File: config.mk
export PLATFORM = sky130hd
export DESIGN_NAME = pgperm_fault_unit
export DESIGN_NICKNAME = d
export VERILOG_FILES = /design/src/rtl/pgperm_pkg.sv /design/src/rtl/pgperm_eval.sv /design/src/rtl/pgperm_route.sv /design/src/rtl/pgperm_fregs.sv /design/src/rtl/pgperm_fault_unit.sv
export SDC_FILE = /design/constraint.sdc
export NUM_CORES = 1
export LEC_CHECK = 0
export ABC_AREA = 1
export BUFFER_PORTS_ARGS = -buffer_cell sky130_fd_sc_hd__clkbuf_2
export CAP_MARGIN = 40
export CORE_MARGIN = 1
export CORE_UTILIZATION = 45
export CTS_CLUSTER_DIAMETER = 80
export DETAILED_ROUTE_END_ITERATION = 8
export PLACE_DENSITY_LB_ADDON = 0.25
export SETUP_SLACK_MARGIN = 0.5
export SYNTH_ARGS = -nofsm -noshare
export SYNTH_HDL_FRONTEND = slang
export SYNTH_HIERARCHICAL = 1
export SYNTH_SLANG_ARGS = --single-unit
File: constraint.sdc
create_clock -name clk -period 2.7 [get_ports clk]
set_input_delay 0.54 -clock clk [delete_from_list [all_inputs] [get_ports clk]]
set_output_delay 0.54 -clock clk [all_outputs]
set_load 0.005 [all_outputs]
File: src/rtl/pgperm_pkg.sv
package pgperm_pkg;
  typedef enum logic [1:0] {
    ACC_READ  = 2'd0,
    ACC_WRITE = 2'd1,
    ACC_FETCH = 2'd2,
    ACC_RSVD  = 2'd3
  } acc_e;

  typedef enum logic [2:0] {
    FK_NONE   = 3'd0,
    FK_INSTR  = 3'd1,
    FK_DATA   = 3'd2,
    FK_HINSTR = 3'd3,
    FK_HDATA  = 3'd4
  } fkind_e;

  localparam int EB_X      = 0;
  localparam int EB_W      = 1;
  localparam int EB_R      = 2;
  localparam int EB_PRIV   = 3;
  localparam int EB_ATT_LO = 4;
  localparam logic [1:0] ATT_NIO = 2'b11;

  localparam int CB_PROT  = 0;
  localparam int CB_GUARD = 1;
  localparam int CB_STORE = 2;
  localparam int CB_TABLE = 3;

  localparam int PERM_W = 3;
endpackage

File: src/rtl/pgperm_eval.sv
module pgperm_eval
  import pgperm_pkg::*;
#(
  parameter int ENTRY_W = 8,
  parameter int CAUSE_W = 16
) (
  input  logic [ENTRY_W-1:0] entry,
  input  logic [1:0]         acc,
  input  logic               prob_state,
  input  logic               part_scope,
  input  logic [PERM_W-1:0]  amr_perm,
  input  logic [CAUSE_W-1:0] walk_cause,
  output logic               fault,
  output logic [CAUSE_W-1:0] base_cause,
  output logic [PERM_W-1:0]  granted
);
  logic [1:0]        attr;
  logic [PERM_W-1:0] ent_perm;
  logic [PERM_W-1:0] perm;
  logic [PERM_W-1:0] need;
  logic              priv_pg;

  assign attr     = entry[EB_ATT_LO +: 2];
  assign ent_perm = {entry[EB_R], entry[EB_W], entry[EB_X]};
  assign priv_pg  = entry[EB_PRIV];

  always_comb begin
    if (!part_scope && priv_pg && prob_state)
      perm = '0;
    else if (prob_state || priv_pg || part_scope)
      perm = ent_perm;
    else
      perm = ent_perm & amr_perm;
  end

  always_comb begin
    unique case (acc_e'(acc))
      ACC_WRITE: need = 3'b010;
      ACC_FETCH: need = 3'b001;
      default:   need = 3'b100;
    endcase
  end

  always_comb begin
    fault      = 1'b0;
    base_cause = '0;
    if (walk_cause != '0) begin
      fault      = 1'b1;
      base_cause = walk_cause;
    end else if (acc_e'(acc) == ACC_FETCH && attr == ATT_NIO) begin
      fault                = 1'b1;
      base_cause[CB_GUARD] = 1'b1;
    end else if ((need & perm) == '0) begin
      fault               = 1'b1;
      base_cause[CB_PROT] = 1'b1;
    end
    granted = fault ? '0 : perm;
  end
endmodule

File: src/rtl/pgperm_route.sv
module pgperm_route
  import pgperm_pkg::*;
#(
  parameter int CAUSE_W = 16
) (
  input  logic               fault,
  input  logic [CAUSE_W-1:0] base_cause,
  input  logic [1:0]         acc,
  input  logic               part_scope,
  input  logic               table_entry,
  output logic [CAUSE_W-1:0] cause,
  output fkind_e             kind
);
  logic is_fetch;
  assign is_fetch = (acc_e'(acc) == ACC_FETCH);

  always_comb begin
    cause = base_cause;
    if (fault && part_scope && table_entry) cause[CB_TABLE] = 1'b1;
    if (fault && acc_e'(acc) == ACC_WRITE)  cause[CB_STORE] = 1'b1;
    if (!fault)
      kind = FK_NONE;
    else if (is_fetch)
      kind = part_scope ? FK_HINSTR : FK_INSTR;
    else
      kind = part_scope ? FK_HDATA : FK_DATA;
  end
endmodule

File: src/rtl/pgperm_fregs.sv
module pgperm_fregs
  import pgperm_pkg::*;
#(
  parameter int CAUSE_W = 16,
  parameter int EA_W    = 32,
  parameter int RA_W    = 32
) (
  input  logic               clk,
  input  logic               rst_n,
  input  logic               load,
  input  fkind_e             kind,
  input  logic [CAUSE_W-1:0] cause,
  input  logic [EA_W-1:0]    eff_addr,
  input  logic [RA_W-1:0]    guest_addr,
  output logic [CAUSE_W-1:0] dfault_cause,
  output logic [EA_W-1:0]    dfault_addr,
  output logic [CAUSE_W-1:0] hfault_cause,
  output logic [EA_W-1:0]    hfault_addr,
  output logic [RA_W-1:0]    gfault_addr,
  output logic [CAUSE_W-1:0] ifault_code
);
  always_ff @(posedge clk) begin
    if (!rst_n) begin
      dfault_cause <= '0;
      dfault_addr  <= '0;
      hfault_cause <= '0;
      hfault_addr  <= '0;
      gfault_addr  <= '0;
      ifault_code  <= '0;
    end else if (load) begin
      unique case (kind)
        FK_DATA: begin
          dfault_cause <= cause;
          dfault_addr  <= eff_addr;
        end
        FK_INSTR: ifault_code <= cause;
        FK_HDATA: begin
          hfault_cause <= cause;
          hfault_addr  <= eff_addr;
          gfault_addr  <= guest_addr;
        end
        FK_HINSTR: begin
          gfault_addr <= guest_addr;
          ifault_code <= cause;
        end
        default: ;
      endcase
    end
  end

  p_ifault_keeps_dcause_r9: assert property (@(posedge clk) disable iff (!rst_n)
    (load && kind == FK_INSTR) |=> $stable(dfault_cause));

  p_idle_keeps_regs_r12: assert property (@(posedge clk) disable iff (!rst_n)
    !load |=> ($stable(dfault_cause) && $stable(hfault_cause) && $stable(gfault_addr)));
endmodule

File: src/rtl/pgperm_fault_unit.sv
module pgperm_fault_unit
  import pgperm_pkg::*;
#(
  parameter int ENTRY_W = 8,
  parameter int CAUSE_W = 16,
  parameter int EA_W    = 32,
  parameter int RA_W    = 32,
  parameter int PS_W    = 6
) (
  input  logic               clk,
  input  logic               rst_n,
  input  logic               req_valid,
  output logic               req_ready,
  input  logic [ENTRY_W-1:0] entry,
  input  logic [1:0]         acc,
  input  logic               prob_state,
  input  logic               part_scope,
  input  logic [2:0]         amr_perm,
  input  logic [CAUSE_W-1:0] walk_cause,
  input  logic               table_entry,
  input  logic [EA_W-1:0]    eff_addr,
  input  logic [RA_W-1:0]    guest_addr,
  input  logic [2:0]         prior_perm,
  input  logic [PS_W-1:0]    prior_psize,
  input  logic [PS_W-1:0]    leaf_psize,
  output logic               rsp_valid,
  input  logic               rsp_ready,
  output logic               rsp_fault,
  output logic [2:0]         rsp_kind,
  output logic [CAUSE_W-1:0] rsp_cause,
  output logic [2:0]         rsp_perm,
  output logic [PS_W-1:0]    rsp_psize,
  output logic [CAUSE_W-1:0] dfault_cause,
  output logic [EA_W-1:0]    dfault_addr,
  output logic [CAUSE_W-1:0] hfault_cause,
  output logic [EA_W-1:0]    hfault_addr,
  output logic [RA_W-1:0]    gfault_addr,
  output logic [CAUSE_W-1:0] ifault_code
);
  logic               ev_fault;
  logic [CAUSE_W-1:0] ev_cause;
  logic [PERM_W-1:0]  ev_perm;
  logic [CAUSE_W-1:0] rt_cause;
  fkind_e             rt_kind;
  logic               accept;
  logic [PS_W-1:0]    min_psize;

  assign req_ready = !rsp_valid || rsp_ready;
  assign accept    = req_valid && req_ready;
  assign min_psize = (prior_psize < leaf_psize) ? prior_psize : leaf_psize;

  pgperm_eval #(.ENTRY_W(ENTRY_W), .CAUSE_W(CAUSE_W)) u_eval (
    .entry(entry), .acc(acc), .prob_state(prob_state), .part_scope(part_scope),
    .amr_perm(amr_perm), .walk_cause(walk_cause),
    .fault(ev_fault), .base_cause(ev_cause), .granted(ev_perm)
  );

  pgperm_route #(.CAUSE_W(CAUSE_W)) u_route (
    .fault(ev_fault), .base_cause(ev_cause), .acc(acc), .part_scope(part_scope),
    .table_entry(table_entry), .cause(rt_cause), .kind(rt_kind)
  );

  pgperm_fregs #(.CAUSE_W(CAUSE_W), .EA_W(EA_W), .RA_W(RA_W)) u_fregs (
    .clk(clk), .rst_n(rst_n), .load(accept), .kind(rt_kind), .cause(rt_cause),
    .eff_addr(eff_addr), .guest_addr(guest_addr),
    .dfault_cause(dfault_cause), .dfault_addr(dfault_addr),
    .hfault_cause(hfault_cause), .hfault_addr(hfault_addr),
    .gfault_addr(gfault_addr), .ifault_code(ifault_code)
  );

  always_ff @(posedge clk) begin
    if (!rst_n) begin
      rsp_valid <= 1'b0;
      rsp_fault <= 1'b0;
      rsp_kind  <= 3'(FK_NONE);
      rsp_cause <= '0;
      rsp_perm  <= '0;
      rsp_psize <= '0;
    end else if (accept) begin
      rsp_valid <= 1'b1;
      rsp_fault <= ev_fault;
      rsp_kind  <= 3'(rt_kind);
      rsp_cause <= rt_cause;
      rsp_perm  <= prior_perm & ev_perm;
      rsp_psize <= min_psize;
    end else if (rsp_ready) begin
      rsp_valid <= 1'b0;
    end
  end

  p_stall_hold_r12: assert property (@(posedge clk) disable iff (!rst_n)
    (rsp_valid && !rsp_ready) |=> (rsp_valid && $stable(rsp_cause) &&
                                   $stable(rsp_perm) && $stable(rsp_kind)));

  p_fault_no_perm_r11: assert property (@(posedge clk) disable iff (!rst_n)
    (rsp_valid && rsp_fault) |-> rsp_perm == '0);

  p_kind_matches_fault_r8: assert property (@(posedge clk) disable iff (!rst_n)
    rsp_valid |-> (rsp_fault == (rsp_kind != 3'(FK_NONE))));

  p_fault_has_cause_r5: assert property (@(posedge clk) disable iff (!rst_n)
    (rsp_valid && rsp_fault) |-> rsp_cause != '0);
endmodule

; ---- Yosys cells after proc, flatten, opt, wreduce, memory -nomap -nowiden
; Index checks and enable logic that the tools add are counted.
[word_totals]
regBits = 174
input_bits = 115
out_inout_bits = 175
wordCells = 64
[op_classes]
magnitude_cmp = 1
eq_ne = 7
n_mux = 20
n_bitwise = 3
n_reduce_logical = 21
[op_table]
columns = cell, count
row1 = $mux 3, 6
row2 = $reduce_bool 16->1, 1
row3 = $mux 14, 1
row4 = $and 3x3->3, 3
row5 = $mux 1, 9
row6 = $reduce_and 2->1, 4
row7 = $logic_and 1x1->1, 7
row8 = $eq 3x2->1 const B, 2
row9 = $lt 6x6->1, 1
row10 = $mux 6, 1
row11 = $pmux 3 s2, 1
row12 = $eq 2x2->1 const B, 2
row13 = $mux 2, 2
row14 = $reduce_or 2->1, 2
row15 = $eq 3x1->1 const B, 1
row16 = $eq 3x3->1 const B, 1
row17 = $logic_not 3->1, 1
row18 = $logic_or 1x1->1, 3
row19 = $eq 2x1->1 const B, 1
row20 = $logic_not 1->1, 2
row21 = $reduce_bool 2->1, 1

; ---- Depth between registers and ports, before layout
[logic_depth]
ltp_word = 13
ltp_mapped = 16
ltp_nobuf = 14

; ---- Cells and area by module
; The synthesis kept the hierarchy.
[by_module_without_submodules]
columns = mod, instances, cells_per_inst, area_per_inst_um2, seq_area_each_um2
row1 = pgperm_fregs, 1, 707, 5406.4, 2882.8
row2 = pgperm_fault_unit, 1, 182, 1326.3, 600.6
row3 = pgperm_eval, 1, 66, 387.9, 0.0
row4 = pgperm_route, 1, 30, 176.4, 0.0

; ---- Worst setup path before layout
; Ideal clock, no wire load.
[synth_timing]
path_type = input -> register
from = input port acc[0]
to = register u_fregs.gfault_addr[29]
setup_ps = 115
arrival_ps = 2112
required_time_ps = 2585
path_slack_ps = 473
path_stages = 13
n_path_buf = 1
cell_sequence = inv_1 > ha_1 > nand4_4 > nand3_4 > nand2_4 > inv_1 > nor2_1 > inv_2 > nor2_4 > nand2_2 > buf_2 > a21oi_1 > nor2_1
[synth_via]
elab_chain_cells = 11
word_cells_on_any_way = 15
cone_classes = eq/ne (4) / mux (6) / bitwise (1) / reduce/logical (4)
[synth_lines]
columns = item, line_no
row1 = start: declaration, pgperm_fault_unit.sv:15  ; input logic [1:0] acc,
row2 = $eq 2x2->1 / $eq 2x1->1 (equally long branches), "pgperm_eval.sv:37, pgperm_eval.sv:50"
row3 = $pmux 3 s2, pgperm_eval.sv:37  ; unique case (acc_e'(acc))
row4 = $and 3x3->3, pgperm_eval.sv:53  ; end else if ((need & perm) == '0) begin
row5 = $logic_not 3->1, pgperm_eval.sv:53
row6 = $mux 1, pgperm_eval.sv:53
row7 = $mux 1 *, pgperm_eval.sv:50  ; end else if (acc_e'(acc) == ACC_FETCH && attr == ATT_NIO) begin
row8 = $mux 1 *, pgperm_eval.sv:47  ; if (walk_cause != '0) begin
row9 = named net ev_fault, pgperm_fault_unit.sv:40  ; logic ev_fault;
row10 = $mux 3 *, pgperm_route.sv:21  ; if (!fault)
row11 = named net rt_kind[0], pgperm_fault_unit.sv:44  ; fkind_e rt_kind;
row12 = $eq 3x3->1 / $eq 3x2->1 (equally long branches), pgperm_fregs.sv:31  ; unique case (kind)
row13 = $reduce_or 2->1 (no source line) *, n/a
row14 = $reduce_and 2->1 (no source line) *, n/a
row15 = end signal: assignment, pgperm_fregs.sv:40  ; gfault_addr <= guest_addr;
row16 = end signal: assignment, pgperm_fregs.sv:43  ; gfault_addr <= guest_addr;
row17 = end: declaration, pgperm_fregs.sv:19  ; output logic [RA_W-1:0] gfault_addr,
; The timed path passes the listed nets; every way through them passes the cells marked *.
; A chain may end at the register's enable or synchronous reset.

; ---- Worst setup path in the final report
[layout_timing]
from = input port acc[0]
to = register u_fregs.gfault_addr[10]
; Same word-level chain as after synthesis.

==> out/results.txt <==
outcome -> finished, final reports clean
cts bufs inserted -> 17
First-pass DRT Iterations -> 4
Starting Density -> 45.9%
CTS tree -> yes
Final min period -> 2.07 ns
final-report max-slew violation count -> 0
TNS Setup -> 0 ns
row cnt -> 46
register area share after synthesis -> 47.7%
Fill cells -> 1555
Synth Register Bits -> 174
final net count -> 1349
Area Growth Syn to Fin -> 28.6%
syn_area_per_cell -> 7.41 µm²
synthesized area -> 0.00730 mm²
Clk pin slew, worst setup/hold paths -> 0.07 ns
core box area -> 0.0159 mm²
slowest stage cell, crit path -> ha_1
CP required -> 3.01 ns
DRT iter0 DRCs -> 345
ANT nets after route -> 0
RSZ-0062 raised after global routing -> no
Hold Crit Class -> input pin to flop
clock skew -> 0.0140 ns
diode count -> 0
routed vias -> 6964
RD Place Congestion -> 0.800
slowest cell delay on critical path -> 0.33 ns
Post-Synthesis Cells -> 985
worst hold slack -> 0.334 ns
H-tree levels -> 4
top-level I/O count -> 290
Seq pwr share -> 45.0%
GRT Residual Overflow -> 0
DR DRC count -> 0
pwr/cell area -> 660 mW/mm²
Relative slew margins -> 62.2%
Gate power share -> 13.1%
family with the most delay on the worst path -> simple AND/OR/NAND/NOR gates
Leak Pwr -> 4.61 nW
clock latency on the worst-skew pair -> 0.42 ns
fin crit share -> 76.6%
internal power -> 4.63 mW
vias in the first global route -> 6053
die area -> 0.0167 mm²
critical path buffer and inverter count -> 5
CTS sink count -> 174
first-pass GRT wire length -> 30500 µm
Distinct cells, synth -> 27
Vias/cell -> 4.79
yosys warns -> 6
Final Hold Viols -> 0
switching power -> 1.57 mW
Max Cap Viol -> 0
Fmax -> 483 MHz
initial antenna violation count -> 0
Tot GR Track Use -> 23.3%
Synthesized Nets -> 1109
Slew @ Worst Pin -> 0.566 ns
Clock Power Share -> 41.9%
final setup vio count -> 0
routed wire length -> 20100 µm
WL/cell -> 13.8 µm
switching portion of total power -> 25.3%
critical path launch point type -> input pin
Setup Crit Path Kind -> input pin to flop
CTS Hold Buffers Added -> 0
dpl ws -> 0.0327 ns
Max VDD drop -> 0.000425 V
Setup crit end kind -> flop
crit path max fanout -> 64
die height -> 129 µm
dpl hpwl -> 14000 µm
DIE WIDTH -> 129 µm
# port buffers -> 287
worst endpoint data arrival time -> 2.37 ns
pin count of the biggest net entering global routing -> 80
CP cell instances -> clkbuf_2, inv_1, ha_1, nand4_4, nand3_4, nand2_8, inv_1, nor2_4, inv_2, nor2_4, nand2_2, buf_12, a21oi_1, nor2_1
final worst setup slack -> 0.631 ns
CTS root buffer -> clkbuf_16
fraction of layout cells with a size suffix above 1 -> 31.3%
Bufs on Longest Clock Path -> 2
## path summary, 6_finish.rpt
kind	startpoint	end	slack (ns)	cells after the start
hold / removal	guest_addr[26]	u_fregs/gfault_addr[26]	0.33	3
setup / recovery	acc[0]	u_fregs/gfault_addr[10]	0.63	14
hold reg to reg	u_fregs/ifault_code[0]	u_fregs/ifault_code[0]	0.46	2
setup reg to reg	rsp_valid	u_fregs/hfault_cause[6]	0.88	10
## power groups by stage
stage	sequential [mW]	combinational [mW]	clock, mW
2_1_floorplan	2.86	0.465	0
3_3_place_gp	2.84	0.794	0
3_5_place_dp	2.85	0.803	0
4_1_cts	2.79	0.810	2.63
5_1_grt	2.81	0.917	2.77
6_report	2.79	0.811	2.60
## synth_stat cells (all sizes together)
master  number  area share [%]
clkinv       2            0.12
nand3       75             5.7
a21oi       54             3.9
o21ai      116             8.0
nand2       95             5.6
clkbuf      36             1.9
inv         72             3.8
nand4        1            0.29
o21bai       1            0.15
ha           9             1.5
buf         51             5.5
nor2       299              16
dfxtp      174              48
## tightest hold or removal path: stages
cell      delay, ns
clkbuf_2       0.08
a21oi_1        0.03
nor2_1         0.08
## registers in the layout (all words and copies together) (netlist names)
signal,count
u_fregs/dfault_addr,32
u_fregs/ifault_code,16
u_fregs/hfault_cause,16
u_fregs/hfault_addr,32
rsp_valid,1
rsp_kind,3
u_fregs/gfault_addr,32
rsp_psize,6
rsp_perm,3
u_fregs/dfault_cause,16
rsp_cause,16
rsp_fault,1
## timing repair
item / in CTS / in global routing
pin swaps: 0 / 2
hold endpoints to repair: 0 / 0
resized for setup: 1 / 10
buffers inserted: 0 / 3
setup endpoints to repair: 13 / 123
## cell families (layout without fill, tap and decap cells)
logic type	Yosys count	count (layout)	share of synthesized area, %
flops	174	174	47.7
buf+inv	161	414	11.3
simple gates	470	470	27.4
compound gates	171	171	12.0
fa+ha+maj	9	9	1.54
## layer usage
metal,up-vias,track usage (%),wire (µm)
li1,3564,-,-
met1,3184,28.4,8710
met2,206,38.8,9660
met3,10,8.34,1520
met4,0,6.44,182
met5,-,0,0
## area by class of cell
type | instances | area (µm²) | area share (%)
clock buffers | 21 | 480 | 5.12
clock inverters | 11 | 153 | 1.63
inverters | 74 | 285 | 3.04
multi-input cells | 650 | 3030 | 32.3
flip-flops and latches | 174 | 3480 | 37.1
well taps | 216 | 270 | 2.88
repair buffers | 308 | 1680 | 17.9
## through the flow
stage               cells  utilization (%)  total power [mW]  instance area [µm²]
floorplan             985                -              3.32                 7300
global placement     1419             54.7              3.63                 8690
detailed placement   1419             54.7              3.65                 8690
CTS                  1451             58.7              6.23                 9330
global route         1454             59.1              6.49                 9380
finish               1454             59.1              6.20                 9380
## cells in the final DEF, fill, tap and decap left out, drive strengths merged
cell type and instances:
inv 74, clkinvlp 3, nand2 95, nand3 75
o21ai 116, clkbuf 308, o21bai 1, buf 21
bufinv 3, ha 9, nand4 1, clkinv 5
a21oi 54, dfxtp 174, nor2 299
Note: power is estimated with default switching activity, not from simulation.
